===== config.mk =====
export PLATFORM = sky130hd
export DESIGN_NAME = uart_irq_prio
export DESIGN_NICKNAME = d
export VERILOG_FILES = /design/src/rtl/uart_irq_pkg.sv /design/src/rtl/irq_sticky.sv /design/src/rtl/irq_prio_enc.sv /design/src/rtl/uart_irq_prio.sv
export SDC_FILE = /design/constraint.sdc
export NUM_CORES = 1
export LEC_CHECK = 0
export ABC_AREA = 1
export CORE_MARGIN = 4
export CORE_UTILIZATION = 31
export CTS_CLUSTER_SIZE = 40
export DETAILED_ROUTE_END_ITERATION = 16
export GPL_ROUTABILITY_DRIVEN = 0
export PLACE_DENSITY = 0.73
export SLEW_MARGIN = 15
export SYNTH_ARGS = -nofsm -noshare
export SYNTH_HDL_FRONTEND = slang
export SYNTH_SLANG_ARGS = --single-unit

===== constraint.sdc =====
create_clock -name clk -period 0.8 [get_ports clk]
set_input_delay 0.08 -clock clk [delete_from_list [all_inputs] [get_ports clk]]
set_output_delay 0.08 -clock clk [all_outputs]
set_load 0.005 [all_outputs]

===== src/rtl/uart_irq_pkg.sv =====
// Shared codes, addresses and the pending-cause record for the UART
// interrupt prioritizer. Assumes a 3-bit register address space.
package uart_irq_pkg;
    localparam int A_DATA = 0;
    localparam int A_IEN  = 1;
    localparam int A_IID  = 2;
    localparam int A_LSR  = 5;
    localparam int A_MSR  = 6;

    localparam logic [3:0] IID_NONE = 4'b0001;
    localparam logic [3:0] IID_ERR  = 4'b0110;
    localparam logic [3:0] IID_RDA  = 4'b0100;
    localparam logic [3:0] IID_TMO  = 4'b1100;
    localparam logic [3:0] IID_TXE  = 4'b0010;
    localparam logic [3:0] IID_MDM  = 4'b0000;

    typedef struct packed {
        logic mdm;
        logic txe;
        logic tmo;
        logic rda;
        logic err;
    } irq_pend_t;
endpackage


===== src/rtl/irq_sticky.sv =====
// Sticky interrupt flag. SET_WINS picks which request wins when set and
// clear arrive together. Assumes set/clear are single-cycle qualified strobes.
module irq_sticky #(
    parameter bit SET_WINS = 1'b1
) (
    input  logic clk,
    input  logic rst_n,
    input  logic set_i,
    input  logic clr_i,
    output logic q_o
);
    logic q_next;

    generate
        if (SET_WINS) begin : g_set_wins
            // Next state: a new event outranks the service clear.
            always_comb q_next = set_i | (q_o & ~clr_i);

            p_set_keeps_r4: assert property (@(posedge clk) disable iff (!rst_n)
                set_i |=> q_o);
        end else begin : g_clr_wins
            // Next state: the service clear outranks a new event.
            always_comb q_next = ~clr_i & (set_i | q_o);

            p_clr_beats_r8: assert property (@(posedge clk) disable iff (!rst_n)
                clr_i |=> !q_o);
        end
    endgenerate

    // Flag register with synchronous reset.
    always_ff @(posedge clk) begin
        if (!rst_n) q_o <= 1'b0;
        else        q_o <= q_next;
    end
endmodule


===== src/rtl/irq_prio_enc.sv =====
// Fixed-priority encoder from masked pending causes to the 4-bit code.
// Assumes inputs are already ANDed with their enable bits.
module irq_prio_enc
    import uart_irq_pkg::*;
(
    input  irq_pend_t  pend_i,
    output logic [3:0] code_o
);
    // Pick the most urgent cause; timeout outranks data-ready within level two.
    always_comb begin
        if (pend_i.err)      code_o = IID_ERR;
        else if (pend_i.tmo) code_o = IID_TMO;
        else if (pend_i.rda) code_o = IID_RDA;
        else if (pend_i.txe) code_o = IID_TXE;
        else if (pend_i.mdm) code_o = IID_MDM;
        else                 code_o = IID_NONE;
    end
endmodule


===== src/rtl/uart_irq_prio.sv =====
// UART interrupt prioritizer top: enable register, sticky cause flags,
// priority encoding and register read mux. Assumes reg_rd and reg_wr are
// single-cycle strobes and tx_empty is idle-high after reset.
module uart_irq_prio
    import uart_irq_pkg::*;
#(
    parameter int ADDR_W = 3,
    parameter int DATA_W = 8
) (
    input  logic              clk,
    input  logic              rst_n,
    input  logic [ADDR_W-1:0] reg_addr,
    input  logic              reg_wr,
    input  logic              reg_rd,
    input  logic [DATA_W-1:0] reg_wdata,
    output logic [DATA_W-1:0] reg_rdata,
    input  logic              line_err_evt,
    input  logic              rx_avail,
    input  logic              rx_timeout,
    input  logic              tx_empty,
    input  logic              modem_evt,
    output logic              irq,
    output logic [3:0]        iid
);
    localparam int EN_W  = 4;
    localparam int IID_W = 4;

    logic [EN_W-1:0] en_q;
    logic            tx_q;
    logic            err_f, mdm_f, txe_f;
    logic            wr_ien, rd_iid, rd_lsr, rd_msr, wr_data;
    logic            tx_set, tx_clr;
    irq_pend_t       pend;
    logic            unused_wdata;

    assign unused_wdata = ^reg_wdata[DATA_W-1:EN_W];

    // Decode register strobes.
    assign wr_ien  = reg_wr && (reg_addr == ADDR_W'(A_IEN));
    assign wr_data = reg_wr && (reg_addr == ADDR_W'(A_DATA));
    assign rd_iid  = reg_rd && (reg_addr == ADDR_W'(A_IID));
    assign rd_lsr  = reg_rd && (reg_addr == ADDR_W'(A_LSR));
    assign rd_msr  = reg_rd && (reg_addr == ADDR_W'(A_MSR));

    // Enable register and previous holding-empty level.
    always_ff @(posedge clk) begin
        if (!rst_n) begin
            en_q <= '0;
            tx_q <= 1'b1;
        end else begin
            if (wr_ien) en_q <= reg_wdata[EN_W-1:0];
            tx_q <= tx_empty;
        end
    end

    // Transmit-empty arm and service conditions.
    assign tx_set = (tx_empty && !tx_q) ||
                    (wr_ien && reg_wdata[1] && !en_q[1] && tx_empty);
    assign tx_clr = wr_data || (rd_iid && (iid == IID_TXE));

    irq_sticky #(.SET_WINS(1'b1)) u_err (
        .clk(clk), .rst_n(rst_n), .set_i(line_err_evt), .clr_i(rd_lsr), .q_o(err_f));
    irq_sticky #(.SET_WINS(1'b1)) u_mdm (
        .clk(clk), .rst_n(rst_n), .set_i(modem_evt), .clr_i(rd_msr), .q_o(mdm_f));
    irq_sticky #(.SET_WINS(1'b0)) u_txe (
        .clk(clk), .rst_n(rst_n), .set_i(tx_set), .clr_i(tx_clr), .q_o(txe_f));

    // Mask causes with their enable bits.
    always_comb begin
        pend.err = err_f      & en_q[2];
        pend.rda = rx_avail   & en_q[0];
        pend.tmo = rx_timeout & en_q[0];
        pend.txe = txe_f      & en_q[1];
        pend.mdm = mdm_f      & en_q[3];
    end

    irq_prio_enc u_enc (.pend_i(pend), .code_o(iid));

    assign irq = ~iid[0];

    // Read mux for the two registers owned here.
    always_comb begin
        reg_rdata = '0;
        if (reg_addr == ADDR_W'(A_IEN))      reg_rdata[EN_W-1:0]  = en_q;
        else if (reg_addr == ADDR_W'(A_IID)) reg_rdata[IID_W-1:0] = iid;
    end

    p_err_top_r4: assert property (@(posedge clk) disable iff (!rst_n)
        (err_f && en_q[2]) |-> (iid == IID_ERR));
    p_rda_code_r5: assert property (@(posedge clk) disable iff (!rst_n)
        (rx_avail && en_q[0] && !rx_timeout && !(err_f && en_q[2])) |-> (iid == IID_RDA));
    p_ien_high_zero_r2: assert property (@(posedge clk) disable iff (!rst_n)
        (reg_addr == ADDR_W'(A_IEN)) |-> (reg_rdata[DATA_W-1:EN_W] == '0));
    p_txe_served_r8: assert property (@(posedge clk) disable iff (!rst_n)
        (rd_iid && iid == IID_TXE) |=> (iid != IID_TXE));
    p_idle_code_r3: assert property (@(posedge clk) disable iff (!rst_n)
        !(err_f || rx_avail || rx_timeout || txe_f || mdm_f) |-> (iid == IID_NONE && !irq));
endmodule


# Word level (Yosys, flattened, before mapping)
# Cells that the tools add are included.
# W data, S select, Z words.
[totals]
register_bits = 8
in_bits = 20
out_inout_bits = 13
elab_cells = 47
[classes]
n_eq_ne = 5
muxes = 7
bitwise = 15
n_reduce_logical = 15
[ops]
columns = ["op", "count"]
rows = [
  ["$mux W4", 6],
  ["$logic_and A1 B1 Y1", 10],
  ["$and A1 B1 Y1", 8],
  ["$eq A3 B3 Y1 const B", 2],
  ["$eq A4 B2 Y1 const B", 1],
  ["$not A1 Y1", 4],
  ["$eq A3 B1 Y1 const B", 1],
  ["$eq A3 B2 Y1 const B", 1],
  ["$logic_not A3 Y1", 1],
  ["$or A1 B1 Y1", 3],
  ["$logic_not A1 Y1", 2],
  ["$logic_or A1 B1 Y1", 2],
  ["$mux W1", 1],
]

# Logic depth before layout (Yosys ltp)
# Gate-level depths: netlist (run 1).
[logic_depth]
ltp_word = 11
mapped_depth = 8
mapped_depth_nobuf = 8

# By module
# A second synthesis (run 1) with hierarchy kept.
[unflattened]
cells_unflattened = 93
hier_area_um2 = 566.8
[modules_own_cells]
columns = ["mod", "n_inst", "cells_each", "area_each_um2", "seq_area_each_um2"]
rows = [
  ["uart_irq_prio", 1, 65, 395.4, 100.1],
  ["irq_sticky at u_err ...", 2, 6, 43.8, 20.0],
  ["irq_prio_enc", 1, 11, 48.8, 0.0],
  ["irq_sticky at u_txe", 1, 5, 35.0, 20.0],
]

# Least setup slack after synthesis (run 1)
# Ideal clock, no wire load.
[synth_timing]
path_type = "register -> output"
startpoint = "register en_q[0]"
endpoint = "output reg_rdata[0]"
t_arrival_ps = 858
required_ps = 720
path_slack_ps = -138
path_stages_with_launch = 8
n_path_buf = 0
path_cell_list = "dfxtp_1 > nand2_2 > nand2_2 > nor2_4 > inv_2 > nor2_4 > inv_2 > o21ai_2"
[synth_between]
elab_chain_len = 6
elab_cells_between_ends = 7
cone_classes = "mux: 5; bitwise: 2"
[synth_rtl]
columns = ["item", "line", "rtl"]
rows = [
  ["start: declaration", "uart_irq_prio.sv:28", "logic [EN_W-1:0] en_q;"],
  ["start signal: assignment", "uart_irq_prio.sv:51", "if (wr_ien) en_q <= reg_wdata[EN_W-1:0];"],
  ["$and A1 B1 Y1", "uart_irq_prio.sv:71", "pend.rda = rx_avail & en_q[0];"],
  ["$mux W4", "irq_prio_enc.sv:13", "else if (pend_i.rda) code_o = IID_RDA;"],
  ["$mux W4 (*)", "irq_prio_enc.sv:12", "else if (pend_i.tmo) code_o = IID_TMO;"],
  ["$mux W4 (*)", "irq_prio_enc.sv:11", "if (pend_i.err) code_o = IID_ERR;"],
  ["named net iid[0]", "uart_irq_prio.sv:23", "output logic [3:0] iid"],
  ["$mux W4 (*)", "uart_irq_prio.sv:85", "else if (reg_addr == ADDR_W'(A_IID)) reg_rdata[IID_W-1:0] = iid;"],
  ["$mux W4 (*)", "uart_irq_prio.sv:84", "if (reg_addr == ADDR_W'(A_IEN)) reg_rdata[EN_W-1:0] = en_q;"],
  ["end: declaration", "uart_irq_prio.sv:16", "output logic [DATA_W-1:0] reg_rdata,"],
]
# Mark *: on every way through the listed nets, which the timed path passes. The rest lies on a longest branch.

# Worst setup path in the final report (run 1)
[layout_timing]
startpoint = "register en_q[0]"
endpoint = "output reg_rdata[0]"
[layout_between]
elab_chain_len = 6
elab_cells_between_ends = 7
cone_classes = "mux: 5; bitwise: 2"
[layout_rtl]
columns = ["item", "line"]
rows = [
  ["$and A1 B1 Y1", "uart_irq_prio.sv:71"],
  ["$mux W4", "irq_prio_enc.sv:13"],
  ["$mux W4", "irq_prio_enc.sv:12"],
  ["$mux W4", "irq_prio_enc.sv:11"],
  ["$mux W4", "uart_irq_prio.sv:85"],
  ["$mux W4 (*)", "uart_irq_prio.sv:84"],
]
# Every way passes the cells marked *; elsewhere a longest branch is shown, timed or not.

==> flow_summary_export.csv, run 1 <==
group,metric,value,unit
final_layout,utilization,67.0,%
global_route,grt_pass1_vias,630,
global_route,antenna_found_initial,0,
pwr,netSwitchingPower,0.278,mW
routing,wirelength,1.76,mm
logic_synthesis,ys_seq_elements,8,
sta,slew_viol_final,0,
pwr,p_per_area,1020,nW/um2
sta,period_needed,1.35,ns
global_route,overflow,0,
final_layout,n_fill_cell,142,
sta,hold_violations,0,
place,post-place-ws,-0.881,ns
sta,fin_skew,0.00745,ns
routing,first_pass_iters,4,
routing,ant_nets,0,
final_layout,final_area,1030,um2
place,port_buffers,24,
routing,viasPerCell,4.66,
die,fp-row-count,14,
routing,met2_length,992,um
outcome,violations,"setup timing",
place,dp_hpwl,1.21,mm
sta,fin_ws,-0.546,ns
place,placed_area,877,um2
global_route,track_usage,13.6,%
sta,finalCritPeriodShare,168,%
routing,vias,694,
hold_path,hold_start,"reg_addr[2]",
sta,hold_slack,0.266,ns
logic_synthesis,ys_warn_count,0,
pwr,ir_worst_vdd,982,uV
clocking,hold_buffers,0,
routing,drt-met1-wl,615,um
die,chipWidth,49.1,um
run,maxCapViolations,0,
sta,setup_viol,11,
logic_synthesis,syn_inst,83,
critical_path,cp-startpoint,"en_q[0]",
critical_path,crit_path_end_kind,"output pin",
clocking,cts_buffer_depth,2,
clocking,cts_buffers,3,
sta,rsz0062_at_grt,"true",
critical_path,r2r_slack,-0.26,ns
final_layout,antenna_cells,0,
final_layout,area_growth,97.4,%
die,die_h,49.1,um
pwr,p_sw_share,26.5,%
critical_path,timing.rr.start,"en_q[0]",
outcome,status,"finished with violations",
logic_synthesis,synth.yosys.seq_area_share,30.6,%
clocking,cts_tree,"built",
critical_path,cp.required,0.72,ns
pwr,clkPwrFrac,28.6,%
sta,fin_setup_tns,-4.63,ns
hold_path,min_path_type,"in -> reg",
place,place_inst,136,
clocking,clk_pin_slew_worst_paths,0.05,ns
pwr,p_int,0.772,mW
die,dieArea,2410,um2
critical_path,crit_type,"reg -> out",
pwr,power.leakage,0.568,nW
clocking,worstSkewPairLatency,0.25,ns
die,start_util,33.9,%
routing,top_layer,"met4",
global_route,grt_max_degree,6,
final_layout,fin_cells,149,
clocking,cts_root_buf,"clkbuf_4",
clocking,cts.sinks,8,
critical_path,crit_path_max_fanout,3,
final_layout,final_nets,155,
routing,drt_iter0_markers,8,
die,core,1540,um2
routing,wl_per_cell,11.8,um
final_layout,layout-drive-gt1-share,52.6,%
die,io_pins,33,
routing,wl_met3,113,um
logic_synthesis,avgSynthCellArea,6.30,um2
global_route,grt_pass1_wl,2.58,mm
pwr,report.power.total,1.05,mW
pwr,pwr-share-comb,30.1,%
sta,fmax,0.743,GHz
pwr,seqPwrFrac,41.2,%
logic_synthesis,synth.distinct_cells,17,
routing,drcViolationCount,0,
critical_path,cp-start-kind,"flip-flop",
logic_synthesis,syn_area,523,um2
critical_path,cp.arrival,1.27,ns
clocking,h-tree-depth,1,
-- worst paths after layout --
check	endpoint	depth (start not counted)
worst max register to register	u_txe.q_o	8
worst min register to register	u_err.q_o	2
worst max-delay path	reg_rdata[0]	8
worst min-delay path	u_err.q_o	4
-- kinds of logic (layout without fill, tap and decap cells) --
logic type             count (synthesis)  count (layout)  share of synthesized area [%]
and+or+nand+nor                       37              37                           34.9
buffers and inverters                 22              69                           18.7
AOI/OAI and AO/OA                     15              15                           15.1
DFF                                    8               8                           30.6
other                                  1               4                          0.717
-- power groups by stage --
stage | registers [mW] | clock network (mW) | logic, mW
finish | 0.433 | 0.301 | 0.317
global route | 0.434 | 0.326 | 0.338
CTS | 0.433 | 0.305 | 0.293
detailed placement | 0.438 | 0 | 0.254
global placement | 0.438 | 0 | 0.248
floorplan | 0.437 | 0 | 0.100
-- cells in the mapped netlist --
cell	count	area, um2
a21oi_1	4	20.0
buf_4	4	30.0
conb_1	1	3.75
dfxtp_1	8	160
inv_1	14	52.6
inv_2	4	15.0
nand2_1	17	63.8
nand2_2	4	25.0
nand3_1	1	5.00
nand4_1	2	12.5
nor2_1	8	30.0
nor2_2	1	6.26
nor2_4	3	33.8
o21ai_0	9	45.0
o21ai_1	1	5.00
o21ai_2	1	8.76
or2_2	1	6.26
-- placed cells by master (no fill, tap or decap), drive strengths merged, types with 2 or more instances in the layout --
cell | synthesis | routed
a21oi | 4 | 4
clkbuf | 0 | 4
nand2 | 21 | 21
dfxtp | 8 | 8
conb | 1 | 4
dlygate4sd2 | 0 | 2
o21ai | 11 | 11
nor2 | 12 | 12
clkdlybuf4s50 | 0 | 10
buf | 4 | 35
inv | 18 | 18
nand4 | 2 | 2
-- what timing repair did --
| action | 4_1_cts | 5_1_grt |
|---|---|---|
| gates resized for setup | 70 | 22 |
| setup buffers | 10 | 5 |
| endpoints found under the hold margin | 0 | 0 |
| pin swaps | 15 | 17 |
| endpoints found under the setup margin | 17 | 15 |
-- layout make-up --
cell class / instances / area [um2] / area share (%)
Timing Repair Buffer: 48 / 400 / 38.8
Clock buffer: 3 / 22.5 / 2.18
Multi-Input combinational cell: 56 / 349 / 33.8
Inverter: 18 / 72.6 / 7.03
Sequential cell: 8 / 168 / 16.2
Tap cell: 16 / 20.0 / 1.94
-- sequential cells by signal, summed over array words and instances, names as in the netlist --
| signal | flops |
|---|---|
| en_q | 4 |
| tx_q | 1 |
| u_err.q_o | 1 |
| u_txe.q_o | 1 |
| u_mdm.q_o | 1 |
-- layer usage --
layer / track usage [%] / up-vias
met4: 6.73 / 0
met2: 25.8 / 22
met5: 0 / -
li1: - / 350
met3: 3.36 / 5
met1: 13.2 / 317
-- worst max-delay path: stages (launching register included) --
cell     delay [ns]
dfxtp_4        0.36
nand2_4        0.08
nand2_4        0.05
nor2_4         0.10
inv_2          0.06
nor2_4         0.10
inv_2          0.05
o21ai_2        0.09
buf_2          0.12
Note: power is estimated with default switching activity, not from simulation.
==> run 2: changes to the inputs <==
- ABC_AREA: 1 -> default
- CORE_UTILIZATION: 31 -> 32
- PLACE_DENSITY: 0.73 -> 0.74
==> run 2 against run 1 <==
  * The run still ends with setup timing left
  * Critical path depth shrank 3
  * Setup slack better by 0.072 ns
  * Maximum frequency grew 5.7%
  * Sequential share of layout area is 0.77 points lower
  * Worst hold slack lost 0.053 ns
  * Critical endpoint is now reg_rdata[2]
==> flow_summary_export.csv, run 2 <==
group,metric,value,unit
outcome,status,"finished with violations",
outcome,violations,"setup timing",
final_layout,multi_input_area,372,um2
global_route,grt_max_degree,8,
routing,ant_nets,0,
logic_synthesis,synthTopCellsByCount,"dfxtp_1, nand2_1, inv_1, nor2b_1",
logic_synthesis,synth_most_common_cell,"dfxtp_1",
clocking,cts.sinks,8,
logic_synthesis,synth_edf_count,0,
sta,fmax,0.785,GHz
pwr,power.leakage,0.521,nW
critical_path,path_delay_family,"compound AO/OA/AOI/OAI gates",
sta,fin_skew,0.00436,ns
hold_path,min_path_type,"in -> reg",
final_layout,seqCellArea,168,um2
sta,hold_violations,0,
final_layout,layout-drive-gt1-share,57.8,%
critical_path,cp-start-kind,"flip-flop",
clocking,cts_tree,"built",
routing,vias,643,
final_layout,utilization,70.3,%
sta,fin_setup_tns,-4.23,ns
logic_synthesis,ys_warn_count,0,
critical_path,crit_type,"reg -> out",
sta,finalCritPeriodShare,159,%
critical_path,cp.arrival,1.19,ns
logic_synthesis,synth.yosys.seq_area_share,30.1,%
sta,period_needed,1.27,ns
sta,setup_viol,14,
critical_path,cp.required,0.72,ns
final_layout,antenna_cells,0,
sta,rsz0062_at_grt,"true",
global_route,grt_pass1_wl,2.87,mm
critical_path,crit_path_end_kind,"output pin",
place,port_buffers,24,
global_route,track_usage,15.4,%
die,core,1540,um2
logic_synthesis,netlist.area_leader.share,30.1,%
pwr,ir_worst_vdd,725,uV
global_route,antenna_found_initial,0,
routing,wirelength,1.74,mm
routing,drcViolationCount,0,
die,die_h,48.8,um
final_layout,fin_cells,132,
clocking,hold_buffers,0,
logic_synthesis,synth.area.top_cells,"dfxtp_1, mux2i_1, nor2b_1, buf_4, nor4bb_4",
final_layout,area_growth,104,%
die,io_pins,33,
place,post-place-ws,-0.957,ns
logic_synthesis,synth.distinct_cells,26,
final_layout,n_fill_cell,125,
routing,first_pass_iters,2,
routing,wl_per_cell,13.2,um
critical_path,critPathSlowestCell,"dfxtp_2",
clocking,cts_buffers,3,
place,dp_hpwl,1.19,mm
die,fp-row-count,14,
routing,drt_iter0_markers,5,
pwr,p_per_area,943,nW/um2
clocking,worstSkewPairLatency,0.25,ns
logic_synthesis,syn_area,532,um2
final_layout,final_nets,138,
final_layout,largest_register_ff_count,4,
logic_synthesis,yosys_most_used_dff,"dfxtp_1",
run,maxCapViolations,0,
logic_synthesis,avgSynthCellArea,8.72,um2
global_route,overflow,0,
final_layout,regMostFlops,"en_q",
sta,fin_ws,-0.473,ns
final_layout,final_common_cell,"buf_4",
logic_synthesis,yosys.area.top_type,"dfxtp_1",
critical_path,crit_path_max_fanout,4,
die,chipWidth,48.8,um
clocking,cts_root_buf,"clkbuf_4",
clocking,cts_buffer_depth,2,
global_route,grt_pass1_vias,651,
logic_synthesis,ys_seq_elements,8,
critical_path,worstPathCellList,"o21ai_4 -> buf_6 -> a21bo_2 -> a21oi_2 -> buf_2",
sta,slew_viol_final,0,
die,dieArea,2380,um2
final_layout,final_cell_mix,"buf_4, buf_6, clkdlybuf4s50_1",
routing,viasPerCell,4.87,
clocking,clk_pin_slew_worst_paths,0.05,ns
die,start_util,34.5,%
critical_path,r2r_slack,-0.34,ns
clocking,h-tree-depth,1,
place,place_inst,116,
logic_synthesis,synthArstFlopShare,0,%
critical_path,crit_buf_inv,2,
logic_synthesis,syn_inst,61,
critical_path,cpPeakStageDelay,0.35,ns
run 2: changes by cell type in the layout (fill, tap and decap cells not counted), moves of 3 or more:
cell     before  now
buf_6         8   15
dfxtp_2       3    6
inv_1        13    4
mux2i_1       0    4
nand2_1      13    4
nand2_4       6    1
nor2_1        6    0
nor2_4        4    0
nor2b_1       0    5
o21ai_1       4    0
o21ai_2       6    0
run 2: routing by layer:
metal	GRT usage (%)	routed length, um	up-vias
li1	-	-	325
met1	16.3	711	290
met2	25.7	870	24
met3	7.36	131	4
met4	6.73	25	0
met5	0	0	-
run 2: worst register-to-register path: cells and delay by family (launching register included):
kind	cells	cell delay (ns)
buffers and inverters	2	0.30
AO/OA/AOI/OAI	2	0.27
AND/OR/NAND/NOR	1	0.13
flip-flops	1	0.33
run 2: area by class of cell:
class / count / area share [%]
repair buffers: 55 / 44.6
multi-input cells: 45 / 34.3
flip-flops and latches: 8 / 15.5
clock buffers: 3 / 2.08
well taps: 16 / 1.85
inverters: 5 / 1.73
run 2: logic make-up after synthesis:
| group | Yosys count | share of synthesized area, % |
|---|---|---|
| buffers and inverters | 11 | 13.4 |
| AOI/OAI and AO/OA | 15 | 20.9 |
| muxes | 4 | 7.53 |
| other | 1 | 0.705 |
| and+or+nand+nor | 22 | 27.3 |
| DFF | 8 | 30.1 |
run 2: what timing repair did:
item	CTS	global route
buffers inserted	11	4
gates resized for setup	66	15
pin swaps	15	11
gates cloned	0	0
setup endpoints to repair	16	15
run 2: power breakdown:
part	internal, mW	switching [mW]	leakage [nW]	total [mW]
sequential	0.419	0.0143	0.0680	0.434
clock	0.171	0.129	0.0138	0.300
combinational	0.184	0.104	0.439	0.288
total	0.774	0.247	0.521	1.02
run 2: path summary, 6_finish.rpt:
kind | from | end | depth (start not counted)
worst max register to register | en_q[0] | u_txe.q_o | 5
worst max-delay path | en_q[0] | reg_rdata[2] | 5
worst min register to register | u_mdm.q_o | u_mdm.q_o | 3
worst min-delay path | reg_addr[1] | u_txe.q_o | 3
run 2: metrics by stage:
| stage | instance area, um2 | hold slack, ns | power (mW) |
|---|---|---|---|
| after floorplan | 574 | 0.153 | 0.544 |
| after global placement | 913 | 0.585 | 0.685 |
| after detailed placement | 913 | 0.588 | 0.689 |
| after CTS | 1020 | 0.215 | 1.02 |
| after global routing | 1080 | 0.232 | 1.09 |
| final | 1080 | 0.213 | 1.02 |
==> run 3: changes to the inputs <==
- CORE_UTILIZATION: 32 -> 34
- SYNTH_HIERARCHICAL: default -> 1
==> run 3 against run 2 <==
  * Power grew 3.2%
  * Maximum frequency shrank 27%
  * Sequential power is 1% lower
  * The run still ends with setup timing left
  * Clock skew is 0.0030 ns lower
  * Largest power group unchanged
  * Sequential share of layout area down 1.1 points
  * Clock power grew 4%
  * Die area grew 7.5%
  * Largest cell class is now multi-input combinational cells
  * Register-to-register slack worse by 0.57 ns
  * Final cell count is 5.3% higher
==> flow_summary_export.csv, run 3 <==
group,metric,value,unit
die,core,1730,um2
clocking,cts_buffers,3,
critical_path,cp.required,0.72,ns
die,io_pins,33,
hold_path,min_path_type,"in -> reg",
logic_synthesis,syn_area,616,um2
sta,period_needed,1.75,ns
clocking,cts_root_buf,"clkbuf_4",
sta,fmax,0.572,GHz
clocking,cts.sinks,8,
sta,slew_viol_final,0,
critical_path,critPathSlowestCell,"or3_4",
critical_path,cp-startpoint,"en_q[0]",
critical_path,crit_path_end_kind,"output pin",
logic_synthesis,synth_edf_count,0,
critical_path,path_delay_family,"simple AND/OR/NAND/NOR gates",
die,start_util,35.7,%
logic_synthesis,synth.distinct_cells,25,
final_layout,largest_register_ff_count,4,
clocking,worstSkewPairLatency,0.26,ns
critical_path,crit_buf_inv,1,
pwr,ir_worst_vdd,539,uV
logic_synthesis,synth_most_common_cell,"nand2_1",
die,fp-row-count,15,
clocking,clk_pin_slew_worst_paths,0.05,ns
place,post-place-ws,-1.19,ns
outcome,violations,"setup timing",
routing,viasPerCell,4.71,
pwr,report.power.total,1.05,mW
final_layout,regMostFlops,"en_q",
global_route,grt_max_degree,13,
hold_path,hold_start,"reg_addr[2]",
routing,ant_nets,0,
routing,drt_iter0_markers,8,
logic_synthesis,syn_inst,71,
global_route,grt_pass1_wl,3.22,mm
final_layout,antenna_cells,0,
global_route,track_usage,17.1,%
logic_synthesis,synthArstFlopShare,0,%
critical_path,crit_end,"reg_rdata[0]",
pwr,power.leakage,0.512,nW
critical_path,worstPathCellList,"and2_4 -> or3_4 -> nor3_4 -> nand3b_1 -> a21oi_2 -> buf_2",
sta,fin_skew,0.00137,ns
clocking,cts_tree,"built",
critical_path,path_depth,6,
critical_path,timing.rr.start,"en_q[0]",
routing,vias,655,
hold_path,holdPathStages,4,
place,placed_area,1030,um2
global_route,antenna_found_initial,0,
logic_synthesis,ys_warn_count,6,
run,maxCapViolations,0,
sta,fin_ws,-0.948,ns
clocking,cts_buffer_depth,2,
critical_path,r2r_slack,-0.91,ns
clocking,h-tree-depth,1,
critical_path,r2r_cells,7,
final_layout,final_cell_mix,"buf_6, buf_4, clkdlybuf4s50_1",
final_layout,final_nets,136,
logic_synthesis,yosys.area.top_type,"dfxtp_1",
outcome,status,"finished with violations",
place,port_buffers,24,
sta,rsz0062_at_grt,"true",
sta,finalCritPeriodShare,219,%
routing,wl_per_cell,13.7,um
pwr,p_per_area,930,nW/um2
die,chipWidth,50.6,um
final_layout,final_area,1130,um2
final_layout,layout-drive-gt1-share,51.8,%
logic_synthesis,synth.area.top_cells,"dfxtp_1, nand3b_1, mux2i_1, nand2_1, and2_1",
sta,setup_viol,11,
final_layout,utilization,65.7,%
logic_synthesis,avgSynthCellArea,8.67,um2
critical_path,timing.rr.end,"u_txe/q_o",
critical_path,cp-start-kind,"flip-flop",
logic_synthesis,yosys_most_used_dff,"dfxtp_1",
die,die_h,50.6,um
final_layout,area_growth,84.1,%
sta,hold_violations,0,
clocking,hold_buffers,0,
global_route,grt_pass1_vias,712,
die,dieArea,2560,um2
routing,drcViolationCount,0,
logic_synthesis,synth.yosys.seq_area_share,26.0,%
final_layout,final_common_cell,"buf_6",
critical_path,cp.arrival,1.67,ns
logic_synthesis,netlist.area_leader.share,26.0,%
critical_path,cpPeakStageDelay,0.40,ns
routing,wirelength,1.90,mm
logic_synthesis,ys_seq_elements,8,
logic_synthesis,synthTopCellsByCount,"nand2_1, dfxtp_1, nand3b_1, and2_1",
critical_path,crit_path_max_fanout,3,
place,dp_hpwl,1.37,mm
routing,first_pass_iters,4,
critical_path,crit_type,"reg -> out",
global_route,overflow,0,
==> run 3: changes by cell type in the layout (fill, tap and decap cells not counted), sizes merged, moves of 3 or more <==
cell / change
and2: +5
buf: -10
nand3b: +7
inv: -3
nand4: -3
nand2: +3
nor3b: +3
==> run 3: logic make-up (layout without fill, tap and decap cells) <==
logic type,count (synthesis),after routing,synth area share [%]
DFF,8,8,26.0
and+or+nand+nor,38,38,45.5
buffers and inverters,11,51,11.6
other,1,4,0.609
AOI/OAI and AO/OA,9,9,9.75
muxes,4,4,6.50
==> run 3: cell type report <==
| class | count | area, um2 |
|---|---|---|
| Inverter | 2 | 10.0 |
| Fill cell | 149 | 593 |
| Multi-Input combinational cell | 55 | 482 |
| Clock buffer | 3 | 22.5 |
| Timing Repair Buffer | 46 | 425 |
| Sequential cell | 8 | 163 |
| Tap cell | 25 | 31.3 |
==> run 3: worst register-to-register path, delay by kind of cell, from the launching register on <==
family / cells / cell delay (ns)
flops: 1 / 0.33
buf+inv: 2 / 0.26
compound gates: 1 / 0.16
simple gates: 4 / 0.85
==> run 3: worst min-delay path by stage <==
| stage | to | slack, ns |
|---|---|---|
| global placement | u_txe/q_o | 0.52 |
| CTS | en_q[0] | 0.34 |
| detailed placement | u_txe/q_o | 0.53 |
| finish | en_q[0] | 0.27 |
| floorplan | tx_q | 0.18 |
| global route | en_q[0] | 0.27 |
==> run 3: power breakdown <==
| group | internal (mW) | switching [mW] | total (mW) |
|---|---|---|---|
| Clock | 0.172 | 0.141 | 0.313 |
| Sequential | 0.417 | 0.0103 | 0.428 |
| Combinational | 0.196 | 0.118 | 0.314 |
==> run 3: layer usage <==
metal	up-vias	wire length, um	GRT usage (%)	share of wire (%)
met4	0	21	9.87	1.1
met2	24	1060	32.2	56
met5	-	0	0	0
met3	3	81	2.37	4.3
met1	307	736	17.8	39
li1	321	-	-	-
==> run 3: stage by stage <==
stage               cells  setup TNS, ns  hold slack (ns)
CTS                   140          -8.11            0.338
detailed placement    130         -14.65            0.529
floorplan              74          -2.80            0.181
finish                139          -7.93            0.266
global route          139          -8.62            0.273
global placement      130         -14.09            0.515
==> run 3: timing repair <==
action                                 4_1_cts  5_1_grt
setup endpoints to repair                   16       14
cloned                                       1        0
resized for setup                           65        6
setup buffers                                6        0
pin swaps                                   10        5
endpoints found under the hold margin        0        0
